File: src/rtl/cfgpkt_pkg.sv
package cfgpkt_pkg;
  localparam int unsigned NBEAT   = 3;
  localparam int unsigned BEAT_W  = 64;
  localparam int unsigned DW_W    = 32;
  localparam int unsigned IDX_W   = $clog2(NBEAT);

  localparam logic [7:0] FMT_RD_LOCAL  = 8'h04;
  localparam logic [7:0] FMT_WR_LOCAL  = 8'h44;
  localparam logic [7:0] FMT_RD_REMOTE = 8'h05;
  localparam logic [7:0] FMT_WR_REMOTE = 8'h45;
  localparam logic [7:0] TAG_RD        = 8'h1D;
  localparam logic [7:0] TAG_WR        = 8'h10;
  localparam logic [9:0] LEN_ONE_DW    = 10'd1;

  typedef struct packed {
    logic [BEAT_W-1:0] data;
    logic              sop;
    logic              eop;
  } beat_t;
endpackage

File: src/rtl/cfg_hdr_calc.sv
module cfg_hdr_calc
  import cfgpkt_pkg::*;
#(
  parameter int unsigned OFF_W = 12
) (
  input  logic             write_i,
  input  logic [7:0]       bus_i,
  input  logic [7:0]       devfn_i,
  input  logic [OFF_W-1:0] offset_i,
  input  logic [2:0]       size_i,
  input  logic [DW_W-1:0]  wdata_i,
  input  logic [7:0]       root_bus_i,
  output beat_t            beat_o [NBEAT],
  output logic             three_o
);
  localparam int unsigned PAD_W = 16 - OFF_W;

  logic [1:0]      lane;
  logic [3:0]      be;
  logic [DW_W-1:0] mask;
  logic [DW_W-1:0] payload;
  logic [7:0]      fmt;
  logic [7:0]      tag;
  logic [15:0]     off_dw;
  logic [DW_W-1:0] dw0, dw1, dw2;
  logic            qalign;

  assign lane = offset_i[1:0];

  always_comb begin
    unique case (size_i)
      3'd1:    begin be = 4'b0001 << lane; mask = 32'h0000_00FF; end
      3'd2:    begin be = 4'b0011 << lane; mask = 32'h0000_FFFF; end
      default: begin be = 4'b1111;         mask = 32'hFFFF_FFFF; end
    endcase
  end

  assign payload = write_i ? ((wdata_i & mask) << {lane, 3'b000}) : '0;

  always_comb begin
    if (bus_i == root_bus_i) fmt = write_i ? FMT_WR_LOCAL  : FMT_RD_LOCAL;
    else                     fmt = write_i ? FMT_WR_REMOTE : FMT_RD_REMOTE;
  end

  assign tag    = write_i ? TAG_WR : TAG_RD;
  assign off_dw = {{PAD_W{1'b0}}, offset_i[OFF_W-1:2], 2'b00};

  assign dw0 = {fmt, 14'd0, LEN_ONE_DW};
  assign dw1 = {root_bus_i, 8'h00, tag, 4'h0, be};
  assign dw2 = {bus_i, devfn_i, off_dw};

  // aligned writes push the payload into its own beat
  assign qalign  = write_i && (offset_i[2:0] == 3'b000);
  assign three_o = qalign;

  always_comb begin
    beat_o[0] = '{data: {dw1, dw0}, sop: 1'b1, eop: 1'b0};
    if (qalign) begin
      beat_o[1] = '{data: {32'h0, dw2},     sop: 1'b0, eop: 1'b0};
      beat_o[2] = '{data: {32'h0, payload}, sop: 1'b0, eop: 1'b1};
    end else begin
      beat_o[1] = '{data: {payload, dw2},   sop: 1'b0, eop: 1'b1};
      beat_o[2] = '0;
    end
  end
endmodule

File: src/rtl/cfg_beat_seq.sv
module cfg_beat_seq
  import cfgpkt_pkg::*;
(
  input  logic             clk_i,
  input  logic             rst_ni,
  input  logic             load_i,
  input  beat_t            beat_i [NBEAT],
  input  logic [IDX_W-1:0] last_i,
  output logic             idle_o,
  output logic             tx_valid_o,
  input  logic             tx_ready_i,
  output beat_t            tx_beat_o,
  output logic             done_o
);
  beat_t            beat_q [NBEAT];
  logic             busy_q;
  logic [IDX_W-1:0] idx_q;
  logic [IDX_W-1:0] last_q;
  logic             done_q;
  logic             take;

  for (genvar g = 0; g < NBEAT; g++) begin : g_beat
    always_ff @(posedge clk_i or negedge rst_ni) begin
      if (!rst_ni)     beat_q[g] <= '0;
      else if (load_i) beat_q[g] <= beat_i[g];
    end
  end

  assign take = busy_q && tx_ready_i;

  always_ff @(posedge clk_i or negedge rst_ni) begin
    if (!rst_ni) begin
      busy_q <= 1'b0;
      idx_q  <= '0;
      last_q <= '0;
      done_q <= 1'b0;
    end else begin
      done_q <= 1'b0;
      if (load_i) begin
        busy_q <= 1'b1;
        idx_q  <= '0;
        last_q <= last_i;
      end else if (take) begin
        if (idx_q == last_q) begin
          busy_q <= 1'b0;
          done_q <= 1'b1;
        end else begin
          idx_q <= idx_q + 1'b1;
        end
      end
    end
  end

  assign idle_o     = !busy_q;
  assign tx_valid_o = busy_q;
  assign tx_beat_o  = beat_q[idx_q];
  assign done_o     = done_q;
endmodule

File: src/rtl/cfg_req_packer.sv
module cfg_req_packer
  import cfgpkt_pkg::*;
#(
  parameter int unsigned OFF_W = 12
) (
  input  logic             clk_i,
  input  logic             rst_ni,
  input  logic             req_valid_i,
  output logic             req_ready_o,
  input  logic             req_write_i,
  input  logic [7:0]       req_bus_i,
  input  logic [7:0]       req_devfn_i,
  input  logic [OFF_W-1:0] req_offset_i,
  input  logic [2:0]       req_size_i,
  input  logic [31:0]      req_wdata_i,
  input  logic [7:0]       root_bus_i,
  output logic             tx_valid_o,
  input  logic             tx_ready_i,
  output logic [63:0]      tx_data_o,
  output logic             tx_sop_o,
  output logic             tx_eop_o,
  output logic             done_o
);
  beat_t            beats [NBEAT];
  beat_t            cur;
  logic             three;
  logic             idle;
  logic [IDX_W-1:0] last_idx;

  cfg_hdr_calc #(.OFF_W(OFF_W)) u_hdr (
    .write_i   (req_write_i),
    .bus_i     (req_bus_i),
    .devfn_i   (req_devfn_i),
    .offset_i  (req_offset_i),
    .size_i    (req_size_i),
    .wdata_i   (req_wdata_i),
    .root_bus_i(root_bus_i),
    .beat_o    (beats),
    .three_o   (three)
  );

  assign last_idx = three ? IDX_W'(2) : IDX_W'(1);

  cfg_beat_seq u_seq (
    .clk_i     (clk_i),
    .rst_ni    (rst_ni),
    .load_i    (req_valid_i && idle),
    .beat_i    (beats),
    .last_i    (last_idx),
    .idle_o    (idle),
    .tx_valid_o(tx_valid_o),
    .tx_ready_i(tx_ready_i),
    .tx_beat_o (cur),
    .done_o    (done_o)
  );

  assign req_ready_o = idle;
  assign tx_data_o   = cur.data;
  assign tx_sop_o    = cur.sop;
  assign tx_eop_o    = cur.eop;
endmodule

File: config.mk
export PLATFORM = sky130hd
export DESIGN_NAME = cfg_req_packer
export DESIGN_NICKNAME = d
export VERILOG_FILES = /design/src/rtl/cfgpkt_pkg.sv /design/src/rtl/cfg_hdr_calc.sv /design/src/rtl/cfg_beat_seq.sv /design/src/rtl/cfg_req_packer.sv
export SDC_FILE = /design/constraint.sdc
export NUM_CORES = 1
export LEC_CHECK = 0
export BUFFER_PORTS_ARGS = -buffer_cell sky130_fd_sc_hd__buf_2
export CELL_PAD_IN_SITES_DETAIL_PLACEMENT = 1
export CELL_PAD_IN_SITES_GLOBAL_PLACEMENT = 2
export CORE_MARGIN = 10
export CORE_UTILIZATION = 44
export CTS_CLUSTER_DIAMETER = 30
export CTS_CLUSTER_SIZE = 25
export DETAILED_ROUTE_END_ITERATION = 8
export GPL_ROUTABILITY_DRIVEN = 0
export PLACE_DENSITY = 0.87
export SYNTH_ARGS = -nofsm -noshare
export SYNTH_HDL_FRONTEND = slang
export SYNTH_HIERARCHICAL = 1
export SYNTH_SLANG_ARGS = --single-unit
File: constraint.sdc
create_clock -name clk_i -period 4.11 [get_ports clk_i]
set_input_delay 0.6165 -clock clk_i [delete_from_list [all_inputs] [get_ports clk_i]]
set_output_delay 0.6165 -clock clk_i [all_outputs]
set_load 0.1 [all_outputs]
======== Yosys cells after proc, flatten, opt, wreduce, memory -nomap -nowiden ========
Index checks and enable logic that the tools add are counted.
storage, ports and cells
  bits in registers ....................... 168
  input port bits ......................... 76
operators by class
  $add $sub $neg .......................... 1
  magnitude comparators ................... 1
  eq/ne operators ......................... 5
  shifts and indexed selects .............. 3
  mux-type cells .......................... 21
  bitwise gates (word level) .............. 2
  reduce and logical (&&, ||, !) cells .... 9
operators by type and width
  operator                                                                number
  66-bit binary-select mux with 2-bit select                              1
  132-bit 2-to-1 mux                                                      1
  66-bit 2-to-1 mux                                                       2
  32-bit one-hot mux with 2 select lines                                  1
  32-bit AND                                                              1
  32-bit 2-to-1 mux                                                       1
  32-bit by 5-bit << shifter with 32-bit output                           1
  7-bit 2-to-1 mux                                                        2
  8-bit equality test                                                     1
  2-bit 2-to-1 mux                                                        4
  8-bit 2-to-1 mux                                                        1
  4-bit one-hot mux with 2 select lines                                   1
  1-bit 2-to-1 mux                                                        6
  4-bit 2-to-1 mux                                                        1
  2-bit AND reduction                                                     2
  2-bit nonzero test                                                      2
  1-bit by 2-bit << shifter with 4-bit output (first input constant)      1
  2-bit by 2-bit << shifter with 4-bit output (first input constant)      1
  3-bit by 1-bit equality test with 1-bit output (second input constant)  1
  3-bit by 2-bit equality test with 1-bit output (second input constant)  1
  3-bit greater-or-equal comparator (second input constant)               1
  1-bit logical AND                                                       3
  3-bit logical NOT                                                       1
  2-bit inverter with 3-bit output                                        1
  4 further kinds                                                         4

======== Logic depth before layout (Yosys ltp) ========
  depth in word-level cells ............... 6
  depth in mapped cells ................... 7
  mapped depth without buffers ............ 5

======== Cells and area by module ========
Netlist, hierarchy kept.
by module, submodules not included
  module          instances  cells an instance  area an instance (um^2)
  cfg_beat_seq    1          666                9,708.1
  cfg_hdr_calc    1          327                2,155.8
  cfg_req_packer  1          2                  10.0

======== Least setup slack after synthesis ========
OpenSTA, ideal clock, no wires.
  kind .................................... register to output
  start point ............................. register u_seq.idx_q[1]
  end point ............................... output port tx_data_o[15]
  data arrival time ....................... 2,905 ps
  data required time ...................... 3,493 ps
  path slack .............................. 588 ps
  cell stages (with the launch flop) ...... 5
  cells stage by stage .................... dfrtp_1 -> buf_6 -> buf_4 -> mux2i_1 -> o21ai_0
between the ends
  word-level cells in the longest chain between the ends .. 4
ends and longest elaborated chain
  item                                                    line                  source
  from (decl)                                             cfg_beat_seq.sv:17    logic [IDX_W-1:0] idx_q;
  from (signal assigned)                                  cfg_beat_seq.sv:48    idx_q <= idx_q + 1'b1;
  2-bit inverter with 3-bit output (implied by the code)  cfg_beat_seq.sv:56    assign tx_beat_o = beat_q[idx_q];
  66-bit binary-select mux with 2-bit select              cfg_beat_seq.sv:56
  66-bit 2-to-1 mux (implied by the code) (2 in series)   cfg_beat_seq.sv:56
  to (decl)                                               cfg_req_packer.sv:19  output logic [63:0] tx_data_o,
No other way between the ends. The select of a mux whose other input is x is not followed.

======== Final worst setup path ========
  start point ............................. register u_seq.idx_q[0]
  end point ............................... output port tx_data_o[53]
Same word-level chain as after synthesis.

==> flow_summary.json <==
{
  "finalHoldViolations": 0,
  "register_area_um2": 5110,
  "yosys.area.top_type": "dfrtp_1",
  "cp.arrival_ns": 2.84,
  "drc": 0,
  "placed_area_um2": 12100,
  "synthArstFlopShare_pct": 100,
  "cts_tree": "yes",
  "layout_min_cycle_time_ns": 3.46,
  "period_share_pct": 84.2,
  "yosysWarnings": 6,
  "grt_pass1_vias": 8521,
  "r2r_slack_ns": 1.88,
  "area_growth_pct": 19.1,
  "ctsResizeCount": 0,
  "vias_per_cell": 5.09,
  "overflow": 0,
  "clock_latency_ns": 0.56,
  "drtAntennaViolNets": 0,
  "setup_violations": 0,
  "path_cells": "nor2b_4, buf_4, nand2_1, o21ai_1, buf_2",
  "wl_met1_mm": 14.9,
  "fin_area_um2": 14100,
  "yosysUniqueCellTypes": 50,
  "met3WireLength_mm": 1.63,
  "syn_area_um2": 11900,
  "dieHeight_um": 184,
  "die_area_um2": 34000,
  "port_buffers": 144,
  "final_util_pct": 52.9,
  "wl_met2_mm": 16.0,
  "synth_seq_area_share_pct": 43.0,
  "setup.worst_path.start": "u_seq/idx_q[0]",
  "ctsHtreeMaxLevel": 2,
  "wl_mm": 33.3,
  "synth-edff-count": 0,
  "tightest_slew_ns": 0.876,
  "wl_per_cell_um": 22.2,
  "fin_worst_skew_ns": 0.0199,
  "cts_setup_buffers": 0,
  "boundaryPins": 145,
  "drive_gt1_share_pct": 42.5,
  "hpwl_mm": 22.3,
  "antenna_found_initial": 2,
  "first_iter_violations": 446,
  "cts_sinks": 204,
  "drv_cap": 0,
  "cts_hold_buf": 0,
  "numCtsBuffers": 55,
  "holdWs_ns": 0.170,
  "grt_use_total_pct": 19.7,
  "path_max_fanout": 33,
  "start_util_pct": 44.4,
  "grt_max_degree": 105,
  "multi_input_area_um2": 5550,
  "max_stage_delay_ns": 0.70,
  "crit_family": "buffers and inverters",
  "clk_pin_slew_ns": 0.04,
  "yosysTopAreaCellShare_pct": 43.0,
  "crit_buf_inv": 2,
  "drt-pass1-iter-count": 5,
  "status": "complete, no violations",
  "die_w_um": 184,
  "synth_most_common_cell": "dfrtp_1",
  "finalMaxSlewViolations": 0,
  "synth_flop_cell": "dfrtp_1",
  "min_path_type": "in2async",
  "critPathCaptureType": "output pin",
  "cp_slowest_cell": "dfrtp_2",
  "dr.max_layer_used": "met4",
  "synth.cells.most_frequent": "dfrtp_1 (204), mux2_4 (147), buf_4 (135)",
  "critPathKind": "reg2out",
  "ys_seq_elements": 204,
  "synth.avg_cell_area_um2": 11.9,
  "std_cell_rows": 60,
  "worstPathRequired_ns": 3.49,
  "fmaxAchievable_mhz": 289,
  "rsz0062_at_grt": "false",
  "critPathLaunchType": "register",
  "nets": 1187,
  "clockBufferDepth": 3,
  "vias": 7636,
  "coreArea_um2": 26700,
  "max_slew_margin_pct": 41.6,
  "r2r_start": "u_seq/tx_valid_o",
  "n_fill_cell": 2807,
  "grt_pass1_wl_mm": 52.0,
  "synth_cells": 995,
  "ys_top_cells_by_area": "dfrtp_1 (43%), mux2_4 (19%), buf_4 (8.5%)",
  "cts-root-buf": "clkbuf_16",
  "tns_ns": 0
}
state kept, by name (all words and copies together) (netlist names):
name	cells
u_seq/tx_valid_o	1
u_seq/done_o	1
u_seq/last_q	2
u_seq/idx_q	2
u_seq/beat_q	198
worst reg2reg max path, stage by stage, from the launching register on:
cell and delay [ns]:
dfrtp_1 0.45, inv_1 0.10, and2_4 0.69, buf_4 0.49
mux2_2 0.39
worst paths after layout:
path	to	depth (start not counted)
max in group asynchronous	u_seq/idx_q[0]	2
min reg2reg	u_seq/beat_q[132]	1
max	tx_data_o[53]	5
min	u_seq/beat_q[85]	1
max reg2reg	u_seq/beat_q[175]	4
min in group clk_i	u_seq/beat_q[91]	2
cells in the final DEF, fill, tap and decap left out, types with 5 or more instances in the layout:
cell / instances
a2bb2oi_1: 8
a32oi_1: 6
and2_1: 8
buf_2: 143
buf_4: 12
bufinv_16: 11
clkbuf_16: 56
clkbuf_8: 15
clkinv_2: 13
conb_1: 89
dfrtp_1: 202
inv_1: 17
mux2_2: 62
mux2_4: 147
mux2i_1: 66
nand2_1: 79
nand3b_1: 8
nor2_1: 61
o21ai_0: 58
o21ai_1: 22
o31a_1: 5
xor2_1: 8
per-layer routing:
layer | vias to the layer above | track usage, %
li1 | 3445 | -
met1 | 3918 | 25.6
met2 | 218 | 32.2
met3 | 55 | 3.84
met4 | 0 | 6.19
met5 | - | 0
cell families (layout without fill, tap and decap cells):
family / after synthesis / after routing / share of synthesized area, %
flops: 204 / 204 / 43.0
other cells: 2 / 91 / 0.0632
buf+inv: 208 / 284 / 13.0
xor+xnor: 11 / 11 / 1.10
simple gates: 178 / 178 / 6.77
compound gates: 117 / 117 / 6.05
mux: 275 / 275 / 30.0
cell type report:
| cell class | count | share of cell area [%] |
|---|---|---|
| multi-input cells | 670 | 39.3 |
| well taps | 341 | 3.02 |
| clock inverters | 32 | 3.31 |
| repair buffers | 160 | 6.36 |
| diodes | 2 | 0.0354 |
| inverters | 20 | 0.531 |
| clock buffers | 72 | 11.3 |
| flip-flops and latches | 204 | 36.1 |
per-stage QoR:
stage | worst slack (ns) | cells
final | 0.651 | 1501
after global routing | 0.544 | 1501
after CTS | 0.625 | 1499
after detailed placement | 1.23 | 1395
after global placement | 1.25 | 1395
after floorplan | 0.588 | 1082
Power is left out: the tool's default activity adds up to more than one toggle a clock period on the data nets, which glitch-free logic cannot reach.
